<file path="config.mk">
export PLATFORM = sky130hd
export DESIGN_NAME = rsp_scheduler
export DESIGN_NICKNAME = d
export VERILOG_FILES = /design/src/rtl/rsp_sched_pkg.sv /design/src/rtl/rsp_recorder.sv /design/src/rtl/rsp_prio_queue.sv /design/src/rtl/rsp_sched_ctrl.sv /design/src/rtl/rsp_scheduler.sv
export SDC_FILE = /design/constraint.sdc
export NUM_CORES = 1
export LEC_CHECK = 0
export BUFFER_PORTS_ARGS = -buffer_cell sky130_fd_sc_hd__buf_4
export CAP_MARGIN = 0
export CELL_PAD_IN_SITES_DETAIL_PLACEMENT = 1
export CELL_PAD_IN_SITES_GLOBAL_PLACEMENT = 1
export CORE_MARGIN = 2
export CORE_UTILIZATION = 30
export DETAILED_ROUTE_END_ITERATION = 8
export HOLD_SLACK_MARGIN = 0.1
export MAX_ROUTING_LAYER = met4
export PLACE_DENSITY = 0.56
export SYNTH_ARGS = -nofsm -noshare
export SYNTH_HDL_FRONTEND = slang
export SYNTH_SLANG_ARGS = --single-unit
export TNS_END_PERCENT = 100
</file>
<file path="constraint.sdc">
create_clock -name clk -period 8.7 [get_ports clk]
set_clock_uncertainty 0.05 [all_clocks]
set_input_delay 1.74 -clock clk [delete_from_list [all_inputs] [get_ports clk]]
set_output_delay 1.74 -clock clk [all_outputs]
set_load 0.01 [all_outputs]
</file>
<file path="src/rtl/rsp_sched_pkg.sv">
package rsp_sched_pkg;
  // Strobes from the control to the storage elements.
  typedef struct packed {
    logic loopLoad;  // park an out-of-order response
    logic loopDrop;  // loop slot content has left
    logic enq;       // write candidate into priority queue
    logic deq;       // master took the queue head
    logic retire;    // free the recorder entry of the candidate
  } schedStrobe_t;
endpackage

</file>
<file path="src/rtl/rsp_recorder.sv">
module rsp_recorder #(
  parameter int NUM_SLV   = 3,
  parameter int TAG_W     = 2,
  parameter int REC_DEPTH = 8,
  parameter int SLV_W     = 2,
  localparam int NQ       = NUM_SLV + 1,
  localparam int CNT_W    = $clog2(REC_DEPTH + 1)
) (
  input  logic                clk,
  input  logic                rstN,
  input  logic                appendValid,
  input  logic [SLV_W-1:0]    appendSlave,
  input  logic [TAG_W-1:0]    appendTag,
  input  logic                retire,
  input  logic [SLV_W-1:0]    retireSlave,
  input  logic [TAG_W-1:0]    retireTag,
  input  logic [NQ*SLV_W-1:0] qSlave,
  input  logic [NQ*TAG_W-1:0] qTag,
  input  logic [NQ-1:0]       qTagged,
  output logic [NQ-1:0]       qViol,
  output logic                full,
  output logic [CNT_W-1:0]    count
);
  logic [SLV_W-1:0] entSlave [REC_DEPTH];
  logic [TAG_W-1:0] entTag   [REC_DEPTH];
  logic [SLV_W-1:0] nSlave   [REC_DEPTH];
  logic [TAG_W-1:0] nTag     [REC_DEPTH];
  logic [CNT_W-1:0] cnt, cntMid;
  logic [CNT_W-1:0] remIdx;
  logic             remHit;

  assign full  = (cnt == CNT_W'(REC_DEPTH));
  assign count = cnt;

  // One comparator per query slot: the oldest entry with the same tag decides.
  for (genvar q = 0; q < NQ; q++) begin : g_cmp
    logic found, differ;
    always_comb begin
      found  = 1'b0;
      differ = 1'b0;
      for (int i = 0; i < REC_DEPTH; i++) begin
        if (!found && CNT_W'(i) < cnt && entTag[i] == qTag[q*TAG_W +: TAG_W]) begin
          found  = 1'b1;
          differ = (entSlave[i] != qSlave[q*SLV_W +: SLV_W]);
        end
      end
      qViol[q] = qTagged[q] && found && differ;
    end
  end

  always_comb begin
    remHit = 1'b0;
    remIdx = '0;
    for (int i = 0; i < REC_DEPTH; i++) begin
      if (retire && !remHit && CNT_W'(i) < cnt &&
          entTag[i] == retireTag && entSlave[i] == retireSlave) begin
        remHit = 1'b1;
        remIdx = CNT_W'(i);
      end
    end
  end

  always_comb begin
    nSlave = entSlave;
    nTag   = entTag;
    for (int i = 0; i < REC_DEPTH - 1; i++) begin
      if (remHit && CNT_W'(i) >= remIdx) begin
        nSlave[i] = entSlave[i+1];
        nTag[i]   = entTag[i+1];
      end
    end
    cntMid = cnt - CNT_W'(remHit);
    for (int i = 0; i < REC_DEPTH; i++) begin
      if (appendValid && CNT_W'(i) == cntMid) begin
        nSlave[i] = appendSlave;
        nTag[i]   = appendTag;
      end
    end
  end

  always_ff @(posedge clk) begin
    if (!rstN) begin
      cnt <= '0;
      for (int i = 0; i < REC_DEPTH; i++) begin
        entSlave[i] <= '0;
        entTag[i]   <= '0;
      end
    end else begin
      cnt      <= cntMid + CNT_W'(appendValid);
      entSlave <= nSlave;
      entTag   <= nTag;
    end
  end
endmodule

</file>
<file path="src/rtl/rsp_prio_queue.sv">
module rsp_prio_queue #(
  parameter int DEPTH  = 4,
  parameter int PRIO_W = 3,
  parameter int PAY_W  = 21,
  localparam int CNT_W = $clog2(DEPTH + 1),
  localparam int IDX_W = $clog2(DEPTH)
) (
  input  logic              clk,
  input  logic              rstN,
  input  logic              enq,
  input  logic [PRIO_W-1:0] enqPrio,
  input  logic [PAY_W-1:0]  enqPay,
  input  logic              deq,
  output logic              empty,
  output logic              full,
  output logic [PAY_W-1:0]  headPay,
  output logic [CNT_W-1:0]  count
);
  logic [PRIO_W-1:0] prio  [DEPTH];
  logic [PAY_W-1:0]  pay   [DEPTH];
  logic [PRIO_W-1:0] nPrio [DEPTH];
  logic [PAY_W-1:0]  nPay  [DEPTH];
  logic [CNT_W-1:0]  cnt, cntMid;
  logic [IDX_W-1:0]  bestIdx;
  logic [PRIO_W-1:0] bestPrio;
  logic              have;

  assign empty   = (cnt == '0);
  assign full    = (cnt == CNT_W'(DEPTH));
  assign count   = cnt;
  assign headPay = pay[bestIdx];

  // Smallest urgency value wins; strict compare keeps the oldest among equals.
  always_comb begin
    have     = 1'b0;
    bestIdx  = '0;
    bestPrio = '0;
    for (int i = 0; i < DEPTH; i++) begin
      if (CNT_W'(i) < cnt && (!have || prio[i] < bestPrio)) begin
        have     = 1'b1;
        bestIdx  = IDX_W'(i);
        bestPrio = prio[i];
      end
    end
  end

  always_comb begin
    nPrio = prio;
    nPay  = pay;
    for (int i = 0; i < DEPTH - 1; i++) begin
      if (deq && IDX_W'(i) >= bestIdx) begin
        nPrio[i] = prio[i+1];
        nPay[i]  = pay[i+1];
      end
    end
    cntMid = cnt - CNT_W'(deq);
    for (int i = 0; i < DEPTH; i++) begin
      if (enq && CNT_W'(i) == cntMid) begin
        nPrio[i] = enqPrio;
        nPay[i]  = enqPay;
      end
    end
  end

  always_ff @(posedge clk) begin
    if (!rstN) begin
      cnt <= '0;
      for (int i = 0; i < DEPTH; i++) begin
        prio[i] <= '0;
        pay[i]  <= '0;
      end
    end else begin
      cnt  <= cntMid + CNT_W'(enq);
      prio <= nPrio;
      pay  <= nPay;
    end
  end
endmodule

</file>
<file path="src/rtl/rsp_sched_ctrl.sv">
module rsp_sched_ctrl
  import rsp_sched_pkg::*;
#(
  parameter int NUM_SLV = 3,
  parameter int TAG_W   = 2,
  parameter int DATA_W  = 16,
  parameter int SLV_W   = 2,
  localparam int PRIO_W = TAG_W + 1,
  localparam int PAY_W  = SLV_W + 1 + TAG_W + DATA_W
) (
  input  logic                      clk,
  input  logic                      rstN,
  input  logic                      oooFirst,
  input  logic [NUM_SLV-1:0]        sValid,
  input  logic [NUM_SLV-1:0]        sTagged,
  input  logic [NUM_SLV*TAG_W-1:0]  sTag,
  input  logic [NUM_SLV*DATA_W-1:0] sData,
  input  logic [NUM_SLV-1:0]        slvViol,
  input  logic                      loopViol,
  input  logic                      qEmpty,
  input  logic                      qFull,
  input  logic [PAY_W-1:0]          qHeadPay,
  input  logic                      mReady,
  output logic [NUM_SLV-1:0]        sReady,
  output logic                      mValid,
  output logic [PAY_W-1:0]          mPay,
  output logic                      loopValid,
  output logic [SLV_W-1:0]          loopSlave,
  output logic [TAG_W-1:0]          loopTag,
  output logic                      loopTagged,
  output logic [PAY_W-1:0]          candPay,
  output logic [PRIO_W-1:0]         candPrio,
  output schedStrobe_t              strobe
);
  logic [PAY_W-1:0] slvPay [NUM_SLV];
  logic [PAY_W-1:0] loopPay;
  logic [SLV_W-1:0] pickIdx;
  logic             pickValid, useLoop, candValid, candViol, candOk;
  logic             bypassGo, enqGo, taken;

  for (genvar i = 0; i < NUM_SLV; i++) begin : g_pay
    assign slvPay[i] = {SLV_W'(i), sTagged[i], sTag[i*TAG_W +: TAG_W], sData[i*DATA_W +: DATA_W]};
  end

  assign loopSlave  = loopPay[PAY_W-1 -: SLV_W];
  assign loopTagged = loopPay[DATA_W + TAG_W];
  assign loopTag    = loopPay[DATA_W +: TAG_W];

  // First selector: lowest slave index wins; slaves still out of order are
  // skipped while the loop slot is occupied.
  always_comb begin
    pickValid = 1'b0;
    pickIdx   = '0;
    for (int i = NUM_SLV - 1; i >= 0; i--) begin
      if (sValid[i] && (!loopValid || !slvViol[i])) begin
        pickValid = 1'b1;
        pickIdx   = SLV_W'(i);
      end
    end
  end

  // Second selector: the loop slot is preferred once its response is in order.
  always_comb begin
    useLoop   = loopValid && !loopViol;
    candValid = useLoop || pickValid;
    candPay   = useLoop ? loopPay : slvPay[pickIdx];
    candViol  = !loopValid && pickValid && slvViol[pickIdx];
    candOk    = candValid && !candViol;
    bypassGo  = qEmpty && candOk && mReady;
    enqGo     = candOk && !bypassGo && !qFull;
    taken     = bypassGo || enqGo;
    if (candPay[DATA_W + TAG_W])
      candPrio = {1'b0, candPay[DATA_W +: TAG_W]} + PRIO_W'(1);
    else
      candPrio = oooFirst ? '1 : '0;
  end

  always_comb begin
    for (int i = 0; i < NUM_SLV; i++)
      sReady[i] = !useLoop && pickValid && pickIdx == SLV_W'(i) && (candViol || taken);
    mValid          = qEmpty ? candOk : 1'b1;
    mPay            = qEmpty ? candPay : qHeadPay;
    strobe.loopLoad = candViol;
    strobe.loopDrop = useLoop && taken;
    strobe.enq      = enqGo;
    strobe.deq      = !qEmpty && mReady;
    strobe.retire   = taken && candPay[DATA_W + TAG_W];
  end

  always_ff @(posedge clk) begin
    if (!rstN) begin
      loopValid <= 1'b0;
      loopPay   <= '0;
    end else if (strobe.loopLoad) begin
      loopValid <= 1'b1;
      loopPay   <= candPay;
    end else if (strobe.loopDrop) begin
      loopValid <= 1'b0;
    end
  end
endmodule

</file>
<file path="src/rtl/rsp_scheduler.sv">
module rsp_scheduler
  import rsp_sched_pkg::*;
#(
  parameter int NUM_SLV   = 3,
  parameter int TAG_W     = 2,
  parameter int DATA_W    = 16,
  parameter int REC_DEPTH = 8,
  parameter int Q_DEPTH   = 4,
  localparam int SLV_W    = $clog2(NUM_SLV),
  localparam int PRIO_W   = TAG_W + 1,
  localparam int PAY_W    = SLV_W + 1 + TAG_W + DATA_W,
  localparam int NQ       = NUM_SLV + 1,
  localparam int REC_CNT_W = $clog2(REC_DEPTH + 1),
  localparam int Q_CNT_W  = $clog2(Q_DEPTH + 1)
) (
  input  logic                      clk,
  input  logic                      rstN,
  input  logic                      oooFirst,
  input  logic                      reqValid,
  input  logic [SLV_W-1:0]          reqSlave,
  input  logic [TAG_W-1:0]          reqTag,
  output logic                      reqReady,
  input  logic [NUM_SLV-1:0]        sValid,
  input  logic [NUM_SLV-1:0]        sTagged,
  input  logic [NUM_SLV*TAG_W-1:0]  sTag,
  input  logic [NUM_SLV*DATA_W-1:0] sData,
  output logic [NUM_SLV-1:0]        sReady,
  output logic                      mValid,
  input  logic                      mReady,
  output logic [SLV_W-1:0]          mSlave,
  output logic                      mTagged,
  output logic [TAG_W-1:0]          mTag,
  output logic [DATA_W-1:0]         mData
);
  schedStrobe_t          strobe;
  logic [NQ*SLV_W-1:0]   qSlave;
  logic [NQ*TAG_W-1:0]   qTag;
  logic [NQ-1:0]         qTagged, qViol;
  logic [NUM_SLV-1:0]    slvViol;
  logic                  loopViol, loopValid, loopTagged;
  logic [SLV_W-1:0]      loopSlave;
  logic [TAG_W-1:0]      loopTag;
  logic                  recFull, qEmpty, qFull;
  logic [REC_CNT_W-1:0]  recCount;
  logic [Q_CNT_W-1:0]    qCount;
  logic [PAY_W-1:0]      candPay, qHeadPay, mPay;
  logic [PRIO_W-1:0]     candPrio;

  for (genvar i = 0; i < NUM_SLV; i++) begin : g_query
    assign qSlave[i*SLV_W +: SLV_W] = SLV_W'(i);
  end
  assign qSlave[NUM_SLV*SLV_W +: SLV_W] = loopSlave;
  assign qTag    = {loopTag, sTag};
  assign qTagged = {loopTagged, sTagged};
  assign slvViol  = qViol[NUM_SLV-1:0];
  assign loopViol = qViol[NUM_SLV];
  assign reqReady = !recFull;
  assign {mSlave, mTagged, mTag, mData} = mPay;

  rsp_recorder #(
    .NUM_SLV(NUM_SLV), .TAG_W(TAG_W), .REC_DEPTH(REC_DEPTH), .SLV_W(SLV_W)
  ) uRec (
    .clk(clk), .rstN(rstN),
    .appendValid(reqValid && !recFull), .appendSlave(reqSlave), .appendTag(reqTag),
    .retire(strobe.retire),
    .retireSlave(candPay[PAY_W-1 -: SLV_W]), .retireTag(candPay[DATA_W +: TAG_W]),
    .qSlave(qSlave), .qTag(qTag), .qTagged(qTagged), .qViol(qViol),
    .full(recFull), .count(recCount)
  );

  rsp_prio_queue #(
    .DEPTH(Q_DEPTH), .PRIO_W(PRIO_W), .PAY_W(PAY_W)
  ) uQueue (
    .clk(clk), .rstN(rstN),
    .enq(strobe.enq), .enqPrio(candPrio), .enqPay(candPay), .deq(strobe.deq),
    .empty(qEmpty), .full(qFull), .headPay(qHeadPay), .count(qCount)
  );

  rsp_sched_ctrl #(
    .NUM_SLV(NUM_SLV), .TAG_W(TAG_W), .DATA_W(DATA_W), .SLV_W(SLV_W)
  ) uCtrl (
    .clk(clk), .rstN(rstN), .oooFirst(oooFirst),
    .sValid(sValid), .sTagged(sTagged), .sTag(sTag), .sData(sData),
    .slvViol(slvViol), .loopViol(loopViol),
    .qEmpty(qEmpty), .qFull(qFull), .qHeadPay(qHeadPay), .mReady(mReady),
    .sReady(sReady), .mValid(mValid), .mPay(mPay),
    .loopValid(loopValid), .loopSlave(loopSlave), .loopTag(loopTag), .loopTagged(loopTagged),
    .candPay(candPay), .candPrio(candPrio), .strobe(strobe)
  );
endmodule

</file>
==> impl_metrics.ini <==
[yosys]
post_synth_num_cell_types = 81
netlist_area_um2 = 11240
synth_seq_cells = 157
async_flop_share = 0
synth-xor-area-share = 0.07482
netlist_instances = 1470
synth_area_leaders = dfxtp_1, mux2i_1, nor2_1
synth_nets = 1554
synth.avg_cell_area_um2 = 7.644
synth_top_area_share = 0.2797
ys_warn_count = 0
synthMuxAreaShare = 0.1165
synthSimpleGateAreaFrac = 0.1981
synth_seq_area_share = 0.2797
synth_edf_count = 0
synth_top_family_by_area = compound AO/OA/AOI/OAI gates
synthAdderAreaFrac = 0.01670
ys.flop_type = dfxtp_1
synth-compound-area-share = 0.2539
yosysTopAreaCell = dfxtp_1

[setup_path]
cp_data_required_time_ns = 6.91
crit_type = register to primary output
cp.arrival_ns = 6.26
worstPathMaxFanout = 25
startpoint_type = register
crit_path_end_kind = primary output

[sta]
finalSetupViolCount = 0
slew_headroom = 0.2641
setup_slack_ns = 0.6542
hold_viol = 0
fmax_mhz = 124.3
maxSlewViolCount = 0
setup_tns_ns = 0
worst_slew_pin_slew_ns = 1.100
finalCritPeriodShare = 0.9248
finalCriticalPeriod_ns = 8.046
hold_slack_ns = 0.4297
rsz0062_at_grt = false

[drt]
top_layer = met4
vias = 10890
routedWlPerCell_um = 22.80
ant_nets = 0
drcViolationCount = 0
via_per_inst = 5.584
route.met3.wl_mm = 1.772
wl_met1_mm = 22.64
wl_met2_mm = 19.50
first_pass_iters = 4
wl_mm = 44.48
initialDrtViolationCount = 583

[floorplan]
die_h_um = 197.5
dieWidth_um = 197.5
initial_core_util = 0.3055
design.die.area_um2 = 39020
pin_count = 95
core_area_um2 = 36790
rows = 70

[cells_and_area]
fin_nets = 1554
fin_area_um2 = 12820
n_fill_cell = 4452
syn_to_final_growth_pct = 14.13
drive_gt1_frac = 0.1335
diodes = 0

[clock_tree]
cts_max_path_buffers = 2
cts_made_buffers = 17
root_buffer = clkbuf_16
clk_latency_ns = 0.44
cts_resized = 0
cts_setup_buffers = 0
cts_hold_buf = 0
htree_levels = 4
cts_tree = built
clock_sinks = 157
cts.clk_slew.worst_paths_ns = 0.08

[power_and_ir_drop]
p_total_w = 0.004660
vdd_ir_drop_max_mv = 0.1601
p_leak_nw = 5.022
p_per_area_nw_per_um2 = 363.4

[flow_run]
drv_cap = 0

[grt]
antenna_found_initial = 0
grt_pass1_vias = 11060
grt_max_degree = 69
overflow = 0
grt_pass1_wl_mm = 68.71
grt_usage = 0.2378

[status]
status = completed

[hold_path]
hold_path.class = register to register

[placed_design]
place_congestion = 0.9073
pre_cts_ws_ns = 0.8450
place_area_um2 = 12220
dp_hpwl_mm = 31.49
io_buffers = 94
[metal layers]
metal	vias to the layer above	GRT usage
met4	0	0.05458
met2	232	0.3652
met5	-	-
met3	32	0.02749
met1	5367	0.3336
li1	5263	-
[through the flow]
stage | std cells | util
finish | 1951 | 0.3486
global route | 1951 | 0.3486
CTS | 1951 | 0.3486
detailed placement | 1919 | 0.3321
global placement | 1919 | 0.3321
floorplan | 1470 | -
[worst max-delay path: stages, from the launching register on]
cell and delay [ns]:
dfxtp_1 0.50, nor2_1 0.09, nand2_1 0.11, nand2_1 0.09
ha_1 0.28, o21a_1 0.10, o21ai_0 0.24, and2_1 0.57
nor2_1 0.11, a21oi_1 0.20, ha_1 0.27, a21o_1 0.15
a211o_1 0.58, o21ai_0 0.27, ha_1 0.25, o21ai_0 0.17
nand2b_1 0.17, a21oi_4 0.64, buf_4 0.36, a21oi_1 0.09
o21ai_0 0.34, buf_4 0.20
[synthesized netlist by cell type, drive strengths merged, types with 22 or more instances]
cell,number
o21ai,104
buf,36
inv,34
clkbuf,100
a21oi,80
nor2,182
xnor2,54
nand2,151
xor2,42
nand3,22
a31oi,32
nor3,42
a211oi,72
a21o,22
mux2i,124
dfxtp,157
[layout make-up]
cell class,count,area [um2],share of cell area
clock buffer,19,442.9,0.03454
sequential,157,3143,0.2451
timing repair buffer,117,878.3,0.06849
inverter,34,128.9,0.01005
multi-input combinational,1143,7480,0.5832
tap,468,585.6,0.04566
clock inverter,13,166.4,0.01298
[cells by family after synthesis]
logic type               count (synthesis)
XOR/XNOR                                96
adder cells (fa/ha/maj)                 15
AND/OR/NAND/NOR                        490
AO/OA/AOI/OAI                          412
flip-flops                             157
buffers and inverters                  170
multiplexers                           130
[state kept, by name, indices dropped and copies added (netlist names)]
| name | flops |
|---|---|
| uQueue.pay | 84 |
| uCtrl.loopPay | 21 |
| uRec.entSlave | 16 |
| uRec.entTag | 16 |
| uQueue.prio | 12 |
| uRec.count | 4 |
| uQueue.count | 3 |
| uCtrl.loopValid | 1 |
[power breakdown]
part	total (W)	leakage (nW)	internal (W)	switching, W
Clock	0.000795	0.301	0.000444	0.000351
Combinational	0.00261	3.44	0.000999	0.00161
Sequential	0.00126	1.28	0.000953	0.000305
Total	0.00466	5.02	0.00240	0.00226
[cells in the final DEF (no fill, tap or decap), drive strengths merged, types with 6 or more instances in the layout]
| cell | count |
|---|---|
| o211ai | 13 |
| xnor2 | 54 |
| a31oi | 32 |
| a311oi | 17 |
| ha | 15 |
| a21o | 22 |
| o2111ai | 6 |
| buf | 117 |
| mux2 | 6 |
| a211o | 9 |
| xor2 | 42 |
| nor3 | 42 |
| and2 | 14 |
| and3 | 13 |
| nand3 | 22 |
| or4 | 6 |
| nor2b | 8 |
| clkbuf | 19 |
| inv | 42 |
| nor2 | 182 |
| o311ai | 6 |
| nand2 | 151 |
| nor4 | 9 |
| dfxtp | 157 |
| o21a | 7 |
| or3 | 7 |
| a211oi | 72 |
| or2 | 7 |
| o211a | 6 |
| nand2b | 14 |
| o21ai | 104 |
| mux2i | 124 |
| a21oi | 80 |
[worst paths after layout]
path,from,to,slack [ns],cells past startpoint
max,uQueue.count[2],mData[7],0.65,21
min,uQueue.pay[83],uQueue.pay[83],0.43,2
max reg2reg,uRec.count[3],uRec.entTag[11],1.47,21
min reg2reg,uQueue.pay[83],uQueue.pay[83],0.43,2
Power figures use the tool's default switching activity.
